--- config.mk ---
export PLATFORM = sky130hd
export DESIGN_NAME = stream_prefetch_buf
export DESIGN_NICKNAME = d
export VERILOG_FILES = /design/src/rtl/stream_prefetch_buf.sv
export SDC_FILE = /design/constraint.sdc
export NUM_CORES = 1
export LEC_CHECK = 0
export CAP_MARGIN = 20
export CELL_PAD_IN_SITES_DETAIL_PLACEMENT = 0
export CELL_PAD_IN_SITES_GLOBAL_PLACEMENT = 1
export CORE_UTILIZATION = 35
export CTS_CLUSTER_SIZE = 28
export DETAILED_ROUTE_END_ITERATION = 6
export DONT_BUFFER_PORTS = 1
export GPL_TIMING_DRIVEN = 1
export HOLD_SLACK_MARGIN = 0.06
export PLACE_DENSITY = 0.65
export SLEW_MARGIN = 20
export SYNTH_ARGS = -nofsm -noshare
export SYNTH_HDL_FRONTEND = slang
export SYNTH_SLANG_ARGS = --single-unit
--- constraint.sdc ---
create_clock -name clk -period 3.6 [get_ports clk]
set_clock_uncertainty 0.1 [all_clocks]
set_input_delay 0.72 -clock clk [delete_from_list [all_inputs] [get_ports clk]]
set_output_delay 0.72 -clock clk [all_outputs]
set_load 0.01 [all_outputs]
--- src/rtl/stream_prefetch_buf.sv ---
module stream_prefetch_buf #(
  parameter int ADDR_W = 16,
  parameter int DATA_W = 32,
  parameter int DEPTH  = 4
)(
  input  logic              clk,
  input  logic              rst_n,
  input  logic              miss_valid,
  input  logic [ADDR_W-1:0] miss_addr,
  output logic              miss_ready,
  output logic              rsp_valid,
  output logic [ADDR_W-1:0] rsp_addr,
  output logic [DATA_W-1:0] rsp_data,
  output logic              mem_req_valid,
  output logic [ADDR_W-1:0] mem_req_addr,
  input  logic              mem_req_ready,
  input  logic              mem_rsp_valid,
  input  logic [DATA_W-1:0] mem_rsp_data
);
  localparam int IW = (DEPTH > 1) ? $clog2(DEPTH) : 1;
  localparam logic [1:0] S_IDLE = 2'd0, S_DEM = 2'd1, S_WAIT = 2'd2;

  logic [1:0]        st;
  logic [ADDR_W-1:0] e_addr [DEPTH];
  logic [ADDR_W-1:0] n_addr [DEPTH];
  logic [DATA_W-1:0] e_data [DEPTH];
  logic [DATA_W-1:0] n_data [DEPTH];
  logic [DEPTH-1:0]  e_vld, e_pnd, e_iss, n_vld, n_pnd, n_iss;
  logic [ADDR_W-1:0] dem_addr, req_addr, infl_addr;
  logic              dem_iss, req_act, req_dem, infl, infl_dem;
  logic              acc, head_hit, do_shift, do_flush, dem_need, busy;
  logic              pf_any, pf_take, pf_rsp, pf_hit;
  logic [IW-1:0]     pf_idx;

  assign miss_ready    = (st == S_IDLE);
  assign acc           = miss_valid && miss_ready;
  assign head_hit      = (e_vld[0] || e_pnd[0]) && (e_addr[0] == miss_addr);
  assign do_flush      = acc && !head_hit;
  assign do_shift      = e_vld[0] && ((acc && head_hit) || st == S_WAIT);
  assign dem_need      = (st == S_DEM) && !dem_iss;
  assign busy          = req_act || infl;
  assign pf_take       = !busy && !dem_need && pf_any && !do_shift && !do_flush;
  assign pf_rsp        = mem_rsp_valid && infl && !infl_dem;
  assign mem_req_valid = req_act;
  assign mem_req_addr  = req_addr;

  always_comb begin
    pf_any = 1'b0;
    pf_idx = '0;
    for (int i = DEPTH-1; i >= 0; i--)
      if (e_pnd[i] && !e_iss[i]) begin
        pf_any = 1'b1;
        pf_idx = IW'(i);
      end
  end

  always_comb begin
    n_addr = e_addr;
    n_data = e_data;
    n_vld  = e_vld;
    n_pnd  = e_pnd;
    n_iss  = e_iss;
    pf_hit = 1'b0;
    if (pf_take) n_iss[pf_idx] = 1'b1;
    if (pf_rsp)
      for (int i = 0; i < DEPTH; i++)
        if (!pf_hit && e_pnd[i] && e_iss[i] && e_addr[i] == infl_addr) begin
          pf_hit    = 1'b1;
          n_vld[i]  = 1'b1;
          n_pnd[i]  = 1'b0;
          n_data[i] = mem_rsp_data;
        end
    if (do_shift) begin
      for (int i = 0; i < DEPTH-1; i++) begin
        n_addr[i] = n_addr[i+1];
        n_data[i] = n_data[i+1];
        n_vld[i]  = n_vld[i+1];
        n_pnd[i]  = n_pnd[i+1];
        n_iss[i]  = n_iss[i+1];
      end
      n_addr[DEPTH-1] = e_addr[DEPTH-1] + 1'b1;
      n_vld[DEPTH-1]  = 1'b0;
      n_pnd[DEPTH-1]  = 1'b1;
      n_iss[DEPTH-1]  = 1'b0;
    end else if (do_flush) begin
      for (int i = 0; i < DEPTH; i++)
        n_addr[i] = miss_addr + ADDR_W'(i + 1);
      n_vld = '0;
      n_pnd = '1;
      n_iss = '0;
    end
  end

  always_ff @(posedge clk) begin
    e_addr <= n_addr;
    e_data <= n_data;
  end

  always_ff @(posedge clk or negedge rst_n) begin
    if (!rst_n) begin
      st        <= S_IDLE;
      e_vld     <= '0;
      e_pnd     <= '0;
      e_iss     <= '0;
      rsp_valid <= 1'b0;
      rsp_addr  <= '0;
      rsp_data  <= '0;
      dem_addr  <= '0;
      dem_iss   <= 1'b0;
      req_act   <= 1'b0;
      req_dem   <= 1'b0;
      req_addr  <= '0;
      infl      <= 1'b0;
      infl_dem  <= 1'b0;
      infl_addr <= '0;
    end else begin
      e_vld     <= n_vld;
      e_pnd     <= n_pnd;
      e_iss     <= n_iss;
      rsp_valid <= 1'b0;
      if (req_act && mem_req_ready) begin
        req_act   <= 1'b0;
        infl      <= 1'b1;
        infl_dem  <= req_dem;
        infl_addr <= req_addr;
      end
      if (mem_rsp_valid && infl) infl <= 1'b0;
      if (dem_need && !busy) begin
        req_act  <= 1'b1;
        req_dem  <= 1'b1;
        req_addr <= dem_addr;
        dem_iss  <= 1'b1;
      end else if (pf_take) begin
        req_act  <= 1'b1;
        req_dem  <= 1'b0;
        req_addr <= e_addr[pf_idx];
      end
      case (st)
        S_IDLE:
          if (acc) begin
            if (!head_hit) begin
              st       <= S_DEM;
              dem_addr <= miss_addr;
              dem_iss  <= 1'b0;
            end else if (e_vld[0]) begin
              rsp_valid <= 1'b1;
              rsp_addr  <= miss_addr;
              rsp_data  <= e_data[0];
            end else begin
              st <= S_WAIT;
            end
          end
        S_DEM:
          if (mem_rsp_valid && infl && infl_dem) begin
            st        <= S_IDLE;
            rsp_valid <= 1'b1;
            rsp_addr  <= dem_addr;
            rsp_data  <= mem_rsp_data;
          end
        S_WAIT:
          if (e_vld[0]) begin
            st        <= S_IDLE;
            rsp_valid <= 1'b1;
            rsp_addr  <= e_addr[0];
            rsp_data  <= e_data[0];
          end
        default: st <= S_IDLE;
      endcase
    end
  end
endmodule

==> summary.md <==
| Metric | Value |
|---|---|
| Outcome | `finished clean` |
| Clk buf depth | `3` |
| Area leader, netlist | `dfrtp_1` |
| Startpoint class of the critical path | `flop` |
| Worst hold margin | `0.04469 ns` |
| Distinct cells, synth | `59` |
| Clk root buf | `clkbuf_16` |
| Layout cells sized above 1 | `0.1376` |
| Number of synthesized register bits | `308` |
| HPWL Detailed | `30310 um` |
| Critical Path AT | `3.58 ns` |
| Via density | `5.549` |
| Peak supply drop | `396.0 uV` |
| Final Power | `12.75 mW` |
| P_leak | `6.452 nW` |
| H-Tree Depth | `2` |
| R2R depth | `8` |
| RD Place Congestion | `0.9190` |
| Unrepaired setup endpoints after global routing | `no` |
| Via count | `11020` |
| Async SR Flop Fraction | `0.3766` |
| Post-synthesis average cell area | `10.32 um^2` |
| CP endpoint kind | `flop` |
| Clk slew on worst S/H paths | `0.06 ns` |
| Synth top area share | `0.1934` |
| Worst relative slew slack | `0.3593` |
| CTS tree | `yes` |
| EDFF count, synth | `96` |
| Cell Area, Synth | `0.01501 mm^2` |
| Largest net degree at the start of global routing | `117` |
| Antenna-violating nets left | `0` |
| Initial Util | `0.3563` |
| Chip width | `209.1 um` |
| Max cap viols | `0` |
| GRT overflow | `0` |
| Final worst path period need | `3.194 ns` |
| CTS buffer count | `37` |
| 1st-iter DRT viols | `964` |
| DRT Pass-1 Iters | `7` |
| Number of global-route vias before repair | `11000` |
| Maximum fanout along the worst path | `17` |
| CTS Hold Bufs | `1` |
| First-pass GRT wire length | `67720 um` |
| Final Net Count | `1480` |
| Commonest non-fill, non-tap cell in the layout | `nand2_1` |
| Pwr/cell area | `752.4 mW/mm^2` |
| Antenna diodes | `0` |
| Critical path class | `flop to flop` |
| Final hold vios | `0` |
| Routed WL per cell | `22.24 um` |
| All-layer global routing usage | `0.2030` |
| Synth area leaders | `dfrtp_1 19%, edfxtp_1 19%, dfxtp_1 13%` |
| Antenna violations before repair | `0` |
| IO Count | `120` |
| Final Instance Area | `0.01694 mm^2` |
| Setup Total Neg Slack | `0 ns` |
| Final wirelength | `44150 um` |
| Post-Layout Cell Count | `1985` |
| Post-Synthesis Net Count | `1517` |
| Die height | `209.1 um` |
| Synth warnings | `0` |
| WP data required | `3.98 ns` |
| Register area share after synthesis | `0.5134` |
| Clock sinks | `308` |
| Leading cell types in the layout, fill and taps excluded | `131 x nand2_1, 125 x a21oi_1, 116 x dfrtp_1` |
| PostCTS Resize Cnt | `0` |
| Worst slew pin tran | `0.9611 ns` |
| Final Max Tran Viols | `0` |
| Post-route DRC | `0` |
| Count of final setup violators | `0` |
| IO buf count | `0` |
| Maximum clock rate | `313.1 MHz` |
| Die area | `0.04372 mm^2` |
| Cells after Synth | `1454` |
| Area Growth Syn to Fin | `12.85%` |
| Post-Place Cells | `1916` |
| Setup Buffers After CTS | `0` |
| FP Rows | `75` |
| Top FF cell, synth | `dfrtp_1` |
| Core box area | `0.04213 mm^2` |
| Placed Area | `0.01566 mm^2` |
| Hold Crit Class | `input pin to async pin` |
| Clk_lat worst skew | `0.56 ns` |
| Fin crit share | `0.8872` |
## layer usage
metal | vias up | routed length (um) | track usage
li1 | 5160 | - | -
met1 | 5447 | 21120 | 0.2963
met2 | 352 | 19060 | 0.2990
met3 | 56 | 3177 | 0.04794
met4 | 0 | 797 | 0.05248
met5 | - | 0 | 0
## final timing paths
kind                               startpoint      endpoint  slack, ns
worst max register to register   infl_addr[5]    e_data[61]       0.41
min in group clk                mem_rsp_valid          infl       0.15
worst max-delay path             infl_addr[5]    e_data[61]       0.41
worst min register to register     e_data[10]    e_data[10]       0.39
worst min-delay path                    rst_n      e_iss[2]       0.04
max in group asynchronous               rst_n  rsp_data[15]       2.90
## sequential cells by signal, summed over array words and instances (netlist names)
name,flops
dem_iss,1
e_data,128
infl_addr,16
rsp_valid,1
rsp_addr,16
e_vld,4
rsp_data,32
req_dem,1
infl_dem,1
dem_addr,16
e_iss,4
mem_req_valid,1
e_addr,64
mem_req_addr,16
e_pnd,4
infl,1
st,2
## worst max-delay path, stage by stage (launching register included)
cell,delay [ns]
dfrtp_1,0.47
xnor2_1,0.23
nand4_1,0.13
nor3_1,0.36
nand3_1,0.32
o31ai_4,0.79
buf_4,0.40
o32ai_1,0.15
a21oi_1,0.16
## cells by family after synthesis
kind of cell / share of synthesized area
buf+inv: 0.04776
flops: 0.5134
compound gates: 0.1587
xor+xnor: 0.08568
fa+ha+maj: 0.008335
simple gates: 0.1042
mux: 0.08193
## synth_stat cells (2+ instances only)
library cell and instances:
and2_1 2, dfrtp_1 116, mux2i_1 34, nor4_1 8, o31ai_1 18, nand4_1 20
nor3_1 15, o32ai_1 32, a31oi_1 2, xor2_1 62, mux2_1 6, a22o_1 35
nand2_1 131, a21oi_1 125, clkbuf_1 60, buf_1 5, and3_1 21, or3_1 2
buf_2 60, o21ai_0 62, edfxtp_1 96, o22ai_1 36, a22oi_1 18, a21o_1 2
nor2_1 102, xnor2_1 83, dfxtp_1 96, inv_1 42, nor2b_1 4, nand2b_1 5
and4_1 2, a222oi_1 16, ha_1 10, o21a_1 2, mux2_2 73, nand3_1 24
nor3b_1 3, o21bai_1 3
## report_power, final
part,internal [mW],total (mW),switching [mW]
sequential,4.42,5.57,1.15
combinational,1.48,3.27,1.79
clock,2.36,3.91,1.55
total,8.26,12.7,4.49
## through the flow
stage,utilization,worst slack [ns]
2_1_floorplan,-,0.2969
3_3_place_gp,0.3716,0.4241
3_5_place_dp,0.3716,0.4304
4_1_cts,0.4021,0.3942
5_1_grt,0.4021,0.2215
6_report,0.4021,0.4061
## layout make-up
class	count	area, um^2
Tap cell	539	674.4
Sequential cell	308	7707
Clock inverter	16	242.7
Multi-Input combinational cell	977	6670
Clock buffer	52	1013
Inverter	43	162.7
Timing Repair Buffer	50	470.5
Fill cell	4095	25190
Note: power is estimated with default switching activity, not from simulation.
